==> config.mk <==
export PLATFORM = sky130hd
export DESIGN_NAME = hazard_ctrl
export DESIGN_NICKNAME = d
export VERILOG_FILES = /design/src/rtl/hz_pkg.sv /design/src/rtl/hz_load_use.sv /design/src/rtl/hz_fwd_pick.sv /design/src/rtl/hz_redirect.sv /design/src/rtl/hazard_ctrl.sv
export SDC_FILE = /design/constraint.sdc
export NUM_CORES = 1
export LEC_CHECK = 0
export ABC_AREA = 1
export BUFFER_PORTS_ARGS = -buffer_cell sky130_fd_sc_hd__buf_2
export CAP_MARGIN = 20
export CORE_MARGIN = 10
export CORE_UTILIZATION = 38
export DETAILED_ROUTE_END_ITERATION = 16
export GPL_ROUTABILITY_DRIVEN = 0
export PLACE_DENSITY_LB_ADDON = 0.25
export SETUP_SLACK_MARGIN = 0.02
export SYNTH_ARGS = -nofsm -noshare
export SYNTH_HDL_FRONTEND = slang
export SYNTH_SLANG_ARGS = --single-unit
==> constraint.sdc <==
create_clock -name vclk -period 0.9
set_input_delay 0.09 -clock vclk [all_inputs]
set_output_delay 0.09 -clock vclk [all_outputs]
set_load 0.01 [all_outputs]
==> src/rtl/hz_pkg.sv <==
package hz_pkg;
  // ALU operand source encoding
  typedef enum logic [1:0] {
    FWD_REGFILE = 2'd0,
    FWD_EXMEM   = 2'd1,
    FWD_MEMWB   = 2'd2
  } fwd_sel_e;
endpackage

==> src/rtl/hz_load_use.sv <==
module hz_load_use #(
  parameter int REG_AW = 5
) (
  input  logic              idex_mem_rd_i,
  input  logic [REG_AW-1:0] idex_rt_i,
  input  logic [REG_AW-1:0] ifid_rs_i,
  input  logic [REG_AW-1:0] ifid_rt_i,
  output logic              lu_stall_o
);
  logic hit_rs, hit_rt;

  always_comb begin
    hit_rs     = (idex_rt_i == ifid_rs_i);
    hit_rt     = (idex_rt_i == ifid_rt_i);
    lu_stall_o = idex_mem_rd_i & (hit_rs | hit_rt);
  end
endmodule

==> src/rtl/hz_fwd_pick.sv <==
module hz_fwd_pick
  import hz_pkg::*;
#(
  parameter int REG_AW = 5
) (
  input  logic [REG_AW-1:0] src_i,
  input  logic              near_wr_i,
  input  logic [REG_AW-1:0] near_rd_i,
  input  logic              far_wr_i,
  input  logic [REG_AW-1:0] far_rd_i,
  output fwd_sel_e          sel_o
);
  localparam logic [REG_AW-1:0] ZERO_REG = '0;

  logic near_hit, far_hit;

  always_comb begin
    near_hit = near_wr_i & (near_rd_i != ZERO_REG) & (near_rd_i == src_i);
    far_hit  = far_wr_i  & (far_rd_i  != ZERO_REG) & (far_rd_i  == src_i);
    if (near_hit)      sel_o = FWD_EXMEM;
    else if (far_hit)  sel_o = FWD_MEMWB;
    else               sel_o = FWD_REGFILE;
  end
endmodule

==> src/rtl/hz_redirect.sv <==
module hz_redirect (
  input  logic br_taken_i,
  input  logic lu_stall_i,
  output logic pc_wr_en_o,
  output logic ifid_wr_en_o,
  output logic idex_bubble_o,
  output logic ifid_flush_o,
  output logic exmem_bubble_o
);
  logic hold;

  always_comb begin
    // a taken branch outranks a load-use hold
    hold           = lu_stall_i & ~br_taken_i;
    pc_wr_en_o     = ~hold;
    ifid_wr_en_o   = ~hold;
    idex_bubble_o  = hold | br_taken_i;
    ifid_flush_o   = br_taken_i;
    exmem_bubble_o = br_taken_i;
  end
endmodule

==> src/rtl/hazard_ctrl.sv <==
module hazard_ctrl
  import hz_pkg::*;
#(
  parameter int REG_AW = 5
) (
  input  logic [REG_AW-1:0] ifid_rs_i,
  input  logic [REG_AW-1:0] ifid_rt_i,
  input  logic              idex_mem_rd_i,
  input  logic [REG_AW-1:0] idex_rs_i,
  input  logic [REG_AW-1:0] idex_rt_i,
  input  logic              exmem_reg_wr_i,
  input  logic [REG_AW-1:0] exmem_rd_i,
  input  logic              memwb_reg_wr_i,
  input  logic [REG_AW-1:0] memwb_rd_i,
  input  logic              br_taken_i,
  output logic              pc_wr_en_o,
  output logic              ifid_wr_en_o,
  output logic              idex_bubble_o,
  output logic              ifid_flush_o,
  output logic              exmem_bubble_o,
  output logic [1:0]        fwd_a_sel_o,
  output logic [1:0]        fwd_b_sel_o
);
  localparam int NUM_OPND = 2;

  logic              lu_stall;
  logic [REG_AW-1:0] opnd_src [NUM_OPND];
  fwd_sel_e          opnd_sel [NUM_OPND];

  assign opnd_src[0] = idex_rs_i;
  assign opnd_src[1] = idex_rt_i;

  hz_load_use #(.REG_AW(REG_AW)) u_load_use (
    .idex_mem_rd_i (idex_mem_rd_i),
    .idex_rt_i     (idex_rt_i),
    .ifid_rs_i     (ifid_rs_i),
    .ifid_rt_i     (ifid_rt_i),
    .lu_stall_o    (lu_stall)
  );

  for (genvar g = 0; g < NUM_OPND; g++) begin : g_opnd
    hz_fwd_pick #(.REG_AW(REG_AW)) u_pick (
      .src_i     (opnd_src[g]),
      .near_wr_i (exmem_reg_wr_i),
      .near_rd_i (exmem_rd_i),
      .far_wr_i  (memwb_reg_wr_i),
      .far_rd_i  (memwb_rd_i),
      .sel_o     (opnd_sel[g])
    );
  end

  assign fwd_a_sel_o = opnd_sel[0];
  assign fwd_b_sel_o = opnd_sel[1];

  hz_redirect u_redirect (
    .br_taken_i     (br_taken_i),
    .lu_stall_i     (lu_stall),
    .pc_wr_en_o     (pc_wr_en_o),
    .ifid_wr_en_o   (ifid_wr_en_o),
    .idex_bubble_o  (idex_bubble_o),
    .ifid_flush_o   (ifid_flush_o),
    .exmem_bubble_o (exmem_bubble_o)
  );
endmodule

==> impl_metrics.csv, run 1 <==
group,metric,value,unit
sta,relSlewSlack,87.21,%
yosys,synth.avg_cell_area,5.357,µm²
sta,rsz0062_at_grt,"yes",
route,wl,2257,µm
layout,regArea,0,µm²
floorplan,pin_count,43,
sta,fin_tns_setup,-319.0,ps
outcome,status,"finished, violations left",
clocking,post-cts-setup-buffers,0,
sta,finalCritPeriodShare,108.0,%
layout,finalNonFillerCells,155,
sta,setup_viol,7,
floorplan,die_h,58.11,µm
yosys,seq_area_frac_synth,0,%
power,cell_internal_pwr,267.8,µW
route,wire_per_inst,14.56,µm
global_route,grt_max_degree,7,
critical_path,worstSetupStartpointType,"primary input",
route,drc_errors,0,
sta,worstMarginPinSlew,190.8,ps
floorplan,die_w,58.11,µm
place,port_buffers,43,
place,dp.cells,155,
sta,layout_min_cycle_time,972.3,ps
power,pwr_density_cell,475.3,nW/µm²
floorplan,std_cell_rows,13,
power,p_switching,215.8,µW
global_route,grt_pass1_vias,711,
power,switching_share,44.62,%
layout,diodes,0,
power,ir_worst_vdd,0.3117,mV
power,pwr-share-comb,100.0,%
power,fin_total_pwr,483.5,µW
yosys,yosysUniqueCellTypes,13,
sta,drv_slew,0,
sta,max_freq,1029,MHz
clocking,hold_buffers,0,
power,p_leak,0.5622,nW
yosys,syn-num-nets,137,
run,cap_violations,0,
power,p_seq_share,0,%
floorplan,fp.coreArea,1334,µm²
layout,fin_nets,176,
outcome,violations,"negative setup slack",
layout,layout_commonest_cell,"nand2_1",
critical_path,critical_path.endpoint_type,"output port",
layout,drive_above_1_share,52.14,%
floorplan,start_util,41.37,%
sta,hold_violations,0,
critical_path,crit_arrival,880,ps
global_route,grt-ovfl-total,0,
floorplan,die_area,3376,µm²
layout,nClkBuffers,0,
global_route,antenna_found_initial,0,
critical_path,crit_type,"in2out",
critical_path,crit_start,"idex_rt_i[0]",
global_route,grt_pass1_wl,3070,µm
power,power_frac_clock,0,%
sta,fin_ws,-72.25,ps
route,ant_nets,0,
route,first_pass_iters,4,
layout,final_cell_mix,"nand2_1, buf_2, buf_6",
critical_path,cp_max_fo,6,
route,drtIter0Drc,13,
place,hpwl,1600,µm
route,vias,730,
route,via_per_inst,4.710,
min_path,hold_path_class,"in2out",
min_path,worst_hold_startpoint,"br_taken_i",
yosys,syn_area,551.8,µm²
layout,fillers,94,
sta,hold_ws,405.1,ps
global_route,grt_usage,10.61,%
yosys,syn_inst,103,
critical_path,crit_required,810,ps
yosys,ys_warn_count,0,
layout,design.seq.count,0,
layout,area_growth,84.35,%
layer usage:
metal  wire length [µm]  vias to the layer above  global-route usage (%)
met4                  0                        0                       0
met1                842                      335                   10.76
met3                151                        0                   2.614
li1                   -                      374                       -
met2               1264                       21                   21.93
met5                  0                        -                       0
repair_timing:
item,in CTS,in global routing
pin swaps,21,19
endpoints found under the setup margin,7,7
gates resized for setup,31,40
through the flow:
| stage | instance area [µm²] | setup WS [ps] | utilization, % |
|---|---|---|---|
| floorplan | 578.1 | 1.205 | - |
| global placement | 747.0 | -76.54 | 56.00 |
| detailed placement | 747.0 | -109.4 | 56.00 |
| CTS | 868.3 | -39.44 | 65.10 |
| global route | 1017 | -180.3 | 76.27 |
| finish | 1017 | -72.25 | 76.27 |
layout make-up:
type                            instances  area [µm²]  share of cell area (%)
Timing Repair Buffer                   45       384.1                   37.76
Tap cell                               15       18.77                   1.845
Inverter                               15       56.30                   5.535
Multi-Input combinational cell         80       558.0                   54.86
power by group through the flow:
stage	Clock, mW	Sequential (mW)	Combinational [mW]
3_5_place_dp	0	0	0.335
4_1_cts	0	0	0.396
6_report	0	0	0.484
2_1_floorplan	0	0	0.209
3_3_place_gp	0	0	0.326
5_1_grt	0	0	0.523
worst max-delay path, cell delays in order:
cell and delay [ps]:
buf_8 100, inv_1 50, nand2_1 50, nand2_1 50, nor2_1 110, nand3_1 100
nand2_2 100, nand3_2 100, buf_6 140
final timing paths:
kind	endpoint	slack (ps)	depth (start not counted)
worst max-delay path	ifid_wr_en_o	-70	9
worst min-delay path	exmem_bubble_o	410	2
logic make-up after synthesis:
group	synth area share, %
AOI/OAI and AO/OA	0.9062
xor gates and xnor gates	34.92
buffers and inverters	20.86
and+or+nand+nor	43.31
Yosys cell counts:
cell type / instances / area (µm²)
buf_4: 5 / 37.54
buf_6: 1 / 11.26
clkbuf_2: 2 / 10.01
inv_1: 13 / 48.80
inv_2: 2 / 7.510
nand2_1: 32 / 120.1
nand3_1: 7 / 35.03
nand3b_1: 1 / 7.510
nor2_1: 15 / 56.30
nor3_2: 2 / 20.02
o21ai_0: 1 / 5.000
xnor2_1: 19 / 166.4
xor2_1: 3 / 26.28
(Power assumes the default switching activity.)
==> inputs of run 2 (changes only) <==
--- a/config.mk
+++ b/config.mk
@@ -9,7 +9,7 @@
 export BUFFER_PORTS_ARGS = -buffer_cell sky130_fd_sc_hd__buf_2
 export CAP_MARGIN = 20
 export CORE_MARGIN = 10
-export CORE_UTILIZATION = 38
+export CORE_UTILIZATION = 42
 export DETAILED_ROUTE_END_ITERATION = 16
 export GPL_ROUTABILITY_DRIVEN = 0
 export PLACE_DENSITY_LB_ADDON = 0.25
==> constraint.sdc (replaced) <==
create_clock -name vclk -period 1.1
set_input_delay 0.11 -clock vclk [all_inputs]
set_output_delay 0.11 -clock vclk [all_outputs]
set_load 0.01 [all_outputs]
==> run 2 against run 1 <==
The run now ends clean. Worst hold slack improved by 27 ps. Setup slack improved by 130 ps. Critical path depth shrank 2. Via count is 4.8% lower. Combinational power down 33%.
==> impl_metrics.csv, run 2 (synthesis gave the netlist of run 1 again) <==
group,metric,value,unit
route,ant_nets,0,
layout,nClkBuffers,0,
route,drc_errors,0,
layout,design.seq.count,0,
floorplan,start_util,43.49,%
place,placed_area,726.9,µm²
global_route,grt_usage,9.189,%
power,p_leak,0.4873,nW
layout,fin_area,845.8,µm²
layout,drive_above_1_share,41.01,%
layout,area_growth,53.29,%
floorplan,std_cell_rows,13,
sta,max_freq,962.4,MHz
route,wire_per_inst,12.68,µm
power,pwr_density_cell,381.4,nW/µm²
layout,final_cell_mix,"buf_2, nand2_1, xnor2_1",
sta,layout_min_cycle_time,1039,ps
power,fin_total_pwr,322.6,µW
sta,setup_viol,0,
route,first_pass_iters,4,
global_route,grt_max_degree,7,
min_path,hold_path_class,"in2out",
route,wl,1953,µm
critical_path,crit_required,990,ps
critical_path,cp_max_fo,3,
critical_path,crit_type,"in2out",
outcome,status,"completed",
layout,regArea,0,µm²
power,ir_worst_vdd,0.1927,mV
critical_path,critical_path.endpoint_type,"output port",
sta,hold_violations,0,
global_route,antenna_found_initial,0,
critical_path,worstSetupStartpointType,"primary input",
route,vias,695,
clocking,hold_buffers,0,
route,drtIter0Drc,3,
layout,layout_commonest_cell,"buf_2",
global_route,grt_pass1_wl,2622,µm
run,cap_violations,0,
route,via_per_inst,4.513,
place,hpwl,1562,µm
global_route,grt-ovfl-total,0,
sta,relSlewSlack,86.60,%
layout,fillers,120,
layout,fin_nets,175,
sta,worstMarginPinSlew,199.9,ps
sta,rsz0062_at_grt,"yes",
sta,finalCritPeriodShare,94.46,%
place,port_buffers,43,
layout,diodes,0,
layout,finalNonFillerCells,154,
global_route,grt_pass1_vias,659,
sta,drv_slew,0,
critical_path,crit_arrival,930,ps
floorplan,pin_count,43,
floorplan,fp.coreArea,1269,µm²
floorplan,die_h,56.25,µm
floorplan,die_w,56.25,µm
floorplan,die_area,3164,µm²
place,dp.cells,153,
[run 2: power by group]
part,leakage [nW],internal (mW),total (mW),switching [mW]
clock network,0,0,0,0
registers,0,0,0,0
logic,0.487,0.171,0.323,0.152
total,0.487,0.171,0.323,0.152
[run 2: metrics by stage]
step                      hold slack [ps]  util (%)  setup slack, ps  TNS [ps]
after CTS                           437.3     57.30            52.97         0
after global routing                453.2     66.67           -15.51    -18.90
after global placement              433.2     57.30            76.03         0
after detailed placement            436.1     57.30            55.79         0
final                               431.9     66.67            60.90         0
after floorplan                     311.8         -            81.97         0
[run 2: critical path, stage by stage]
cell and delay [ps]:
buf_2 130, xnor2_1 210, nand2_1 80, nor2_1 100, nand3_1 70, nor2_1 90, buf_2 140
[run 2: worst paths after layout]
check | cells past startpoint | end | start
max | 7 | fwd_b_sel_o[1] | memwb_rd_i[1]
min | 2 | exmem_bubble_o | br_taken_i
[run 2: layout make-up]
| type | count | area [µm²] | share of cell area (%) |
|---|---|---|---|
| Tap cell | 15 | 18.77 | 2.219 |
| Inverter | 15 | 56.30 | 6.657 |
| Multi-Input combinational cell | 80 | 479.2 | 56.66 |
| Timing Repair Buffer | 44 | 291.5 | 34.47 |
[run 2: what timing repair did]
action                                  4_1_cts  5_1_grt
buffers inserted                              0        1
gates resized for setup                       0       33
endpoints found under the setup margin        0        5
[run 2: per-layer routing]
layer / wire length [µm] / part of all wire, % / global-route usage, %
met1: 721 / 37 / 9.577
met2: 1091 / 56 / 18.86
met3: 123 / 6.3 / 1.826
met4: 17 / 0.87 / 0
met5: 0 / 0 / 0
==> inputs of run 3 (changes only) <==
--- a/config.mk
+++ b/config.mk
@@ -6,11 +6,11 @@
 export NUM_CORES = 1
 export LEC_CHECK = 0
 export ABC_AREA = 1
-export BUFFER_PORTS_ARGS = -buffer_cell sky130_fd_sc_hd__buf_2
 export CAP_MARGIN = 20
-export CORE_MARGIN = 10
-export CORE_UTILIZATION = 42
+export CORE_AREA = 10 10 47 49
 export DETAILED_ROUTE_END_ITERATION = 16
+export DIE_AREA = 0 0 57 59
+export DONT_BUFFER_PORTS = 1
 export GPL_ROUTABILITY_DRIVEN = 0
 export PLACE_DENSITY_LB_ADDON = 0.25
 export SETUP_SLACK_MARGIN = 0.02
==> run 3 against run 2 <==
Final cell count down 27%. Non-clock buffer count down 42. Power down 52%. Cell area down 38%. Largest cell class unchanged. Routed wire length down 23%. Count of clock-buffer cells in the layout unchanged.
==> impl_metrics.csv, run 3 (synthesis gave the netlist of run 1 again) <==
group,metric,value,unit
outcome,status,"completed",
layout,design.seq.count,0,
layout,diodes,0,
global_route,grt_pass1_vias,536,
critical_path,crit_family,"simple AND/OR/NAND/NOR gates",
layout,regArea,0,µm²
power,switching_share,43.64,%
floorplan,fp.coreArea,1401,µm²
layout,layout_commonest_cell,"nand2_1",
critical_path,path_buf_inv,1,
power,p_leak,0.2724,nW
clocking,hold_buffers,0,
floorplan,die_h,59,µm
route,wire_per_inst,13.30,µm
critical_path,critical_path.endpoint_type,"output port",
sta,worstMarginPinSlew,235.2,ps
global_route,grt_pass1_wl,2449,µm
global_route,grt_use_met2,15.81,%
floorplan,std_cell_rows,14,
sta,finalCritPeriodShare,73.73,%
power,fin_total_pwr,154.7,µW
place,hpwl,1406,µm
power,cell_internal_pwr,87.17,µW
floorplan,die_w,57,µm
sta,layout_min_cycle_time,811.1,ps
sta,rsz0062_at_grt,"no",
route,wl,1503,µm
route,first_pass_iters,2,
global_route,grt-ovfl-total,0,
run,cap_violations,0,
global_route,antenna_found_initial,0,
critical_path,crit_required,990,ps
global_route,grt_max_degree,7,
critical_path,slowest_stage,"nor3_2",
layout,nClkBuffers,0,
critical_path,crit_path_cell_trace,"xnor2_1 -> nand2_1 -> nor3_2 -> buf_4",
clocking,post-cts-setup-buffers,0,
sta,setup_viol,0,
min_path,hold_path_class,"in2out",
sta,drv_slew,0,
clocking,ctsResizeCount,0,
layout,multiInputGateArea,436.7,µm²
critical_path,crit_type,"in2out",
layout,fillers,166,
sta,hold_violations,0,
global_route,grt_busiest_layer,"met2",
route,via_per_inst,4.673,
critical_path,cp_max_fo,2,
layout,final_util,37.68,%
layout,area_growth,-4.308,%
power,p_seq_share,0,%
sta,max_freq,1233,MHz
place,placed_area,528.0,µm²
route,vias,528,
global_route,grtUsageMet3,5.150,%
place,port_buffers,0,
floorplan,pin_count,43,
power,pwr-share-comb,100.0,%
power,pwr_density_cell,292.9,nW/µm²
sta,fin_tns_setup,0,ps
route,drtIter0Drc,1,
layout,drive_above_1_share,6.186,%
power,p_switching,67.50,µW
global_route,grt_usage,8.301,%
sta,relSlewSlack,84.28,%
global_route,use_met1,7.848,%
critical_path,worstSetupStartpointType,"primary input",
route,ant_nets,0,
critical_path,crit_arrival,700,ps
layout,fin_area,528.0,µm²
power,power_frac_clock,0,%
layout,fin_nets,133,
critical_path,cp_slowest_stage_delay,220,ps
route,drc_errors,0,
power,ir_worst_vdd,0.09747,mV
floorplan,die_area,3363,µm²
layout,final_cell_mix,"nand2_1, xnor2_1, nor2_1",
floorplan,start_util,39.37,%
run 3: cell types whose count changed in the layout (fill, tap and decap cells not counted):
cell / change
buf_12: -1
buf_2: -34
buf_4: -1
buf_6: -3
buf_8: -3
nand2_1: +4
nand2_2: -4
nor2_1: +1
nor2_2: -1
xnor2_1: +4
xnor2_2: -4
run 3: worst paths after layout:
kind | startpoint | end | slack (ps) | depth (start not counted)
worst max-delay path | idex_rs_i[1] | fwd_a_sel_o[0] | 290 | 4
worst min-delay path | br_taken_i | ifid_flush_o | 220 | 0
run 3: stage by stage:
stage | hold WS (ps) | setup WS, ps | instances
2_1_floorplan | 311.8 | 81.97 | 103
3_3_place_gp | 220.2 | 278.2 | 113
3_5_place_dp | 220.2 | 279.4 | 113
4_1_cts | 220.2 | 278.1 | 113
5_1_grt | 220.0 | 178.4 | 113
6_report | 220.0 | 288.9 | 113
run 3: routing by layer:
metal  up-vias  wire [µm]
met2        23        757
met1       219        474
met4         0          0
met3         0        272
met5         -          0
li1        286          -
run 3: final cells by class:
class                           instances  share of cell area (%)
Inverter                               15                   10.66
Multi-Input combinational cell         80                   82.70
Tap cell                               16                   3.791
Timing Repair Buffer                    2                   2.844
run 3: power groups by stage:
stage	logic (mW)	clock network, mW	registers, mW
after floorplan	0.164	0	0
after global placement	0.155	0	0
after detailed placement	0.157	0	0
after CTS	0.157	0	0
after global routing	0.181	0	0
final	0.155	0	0
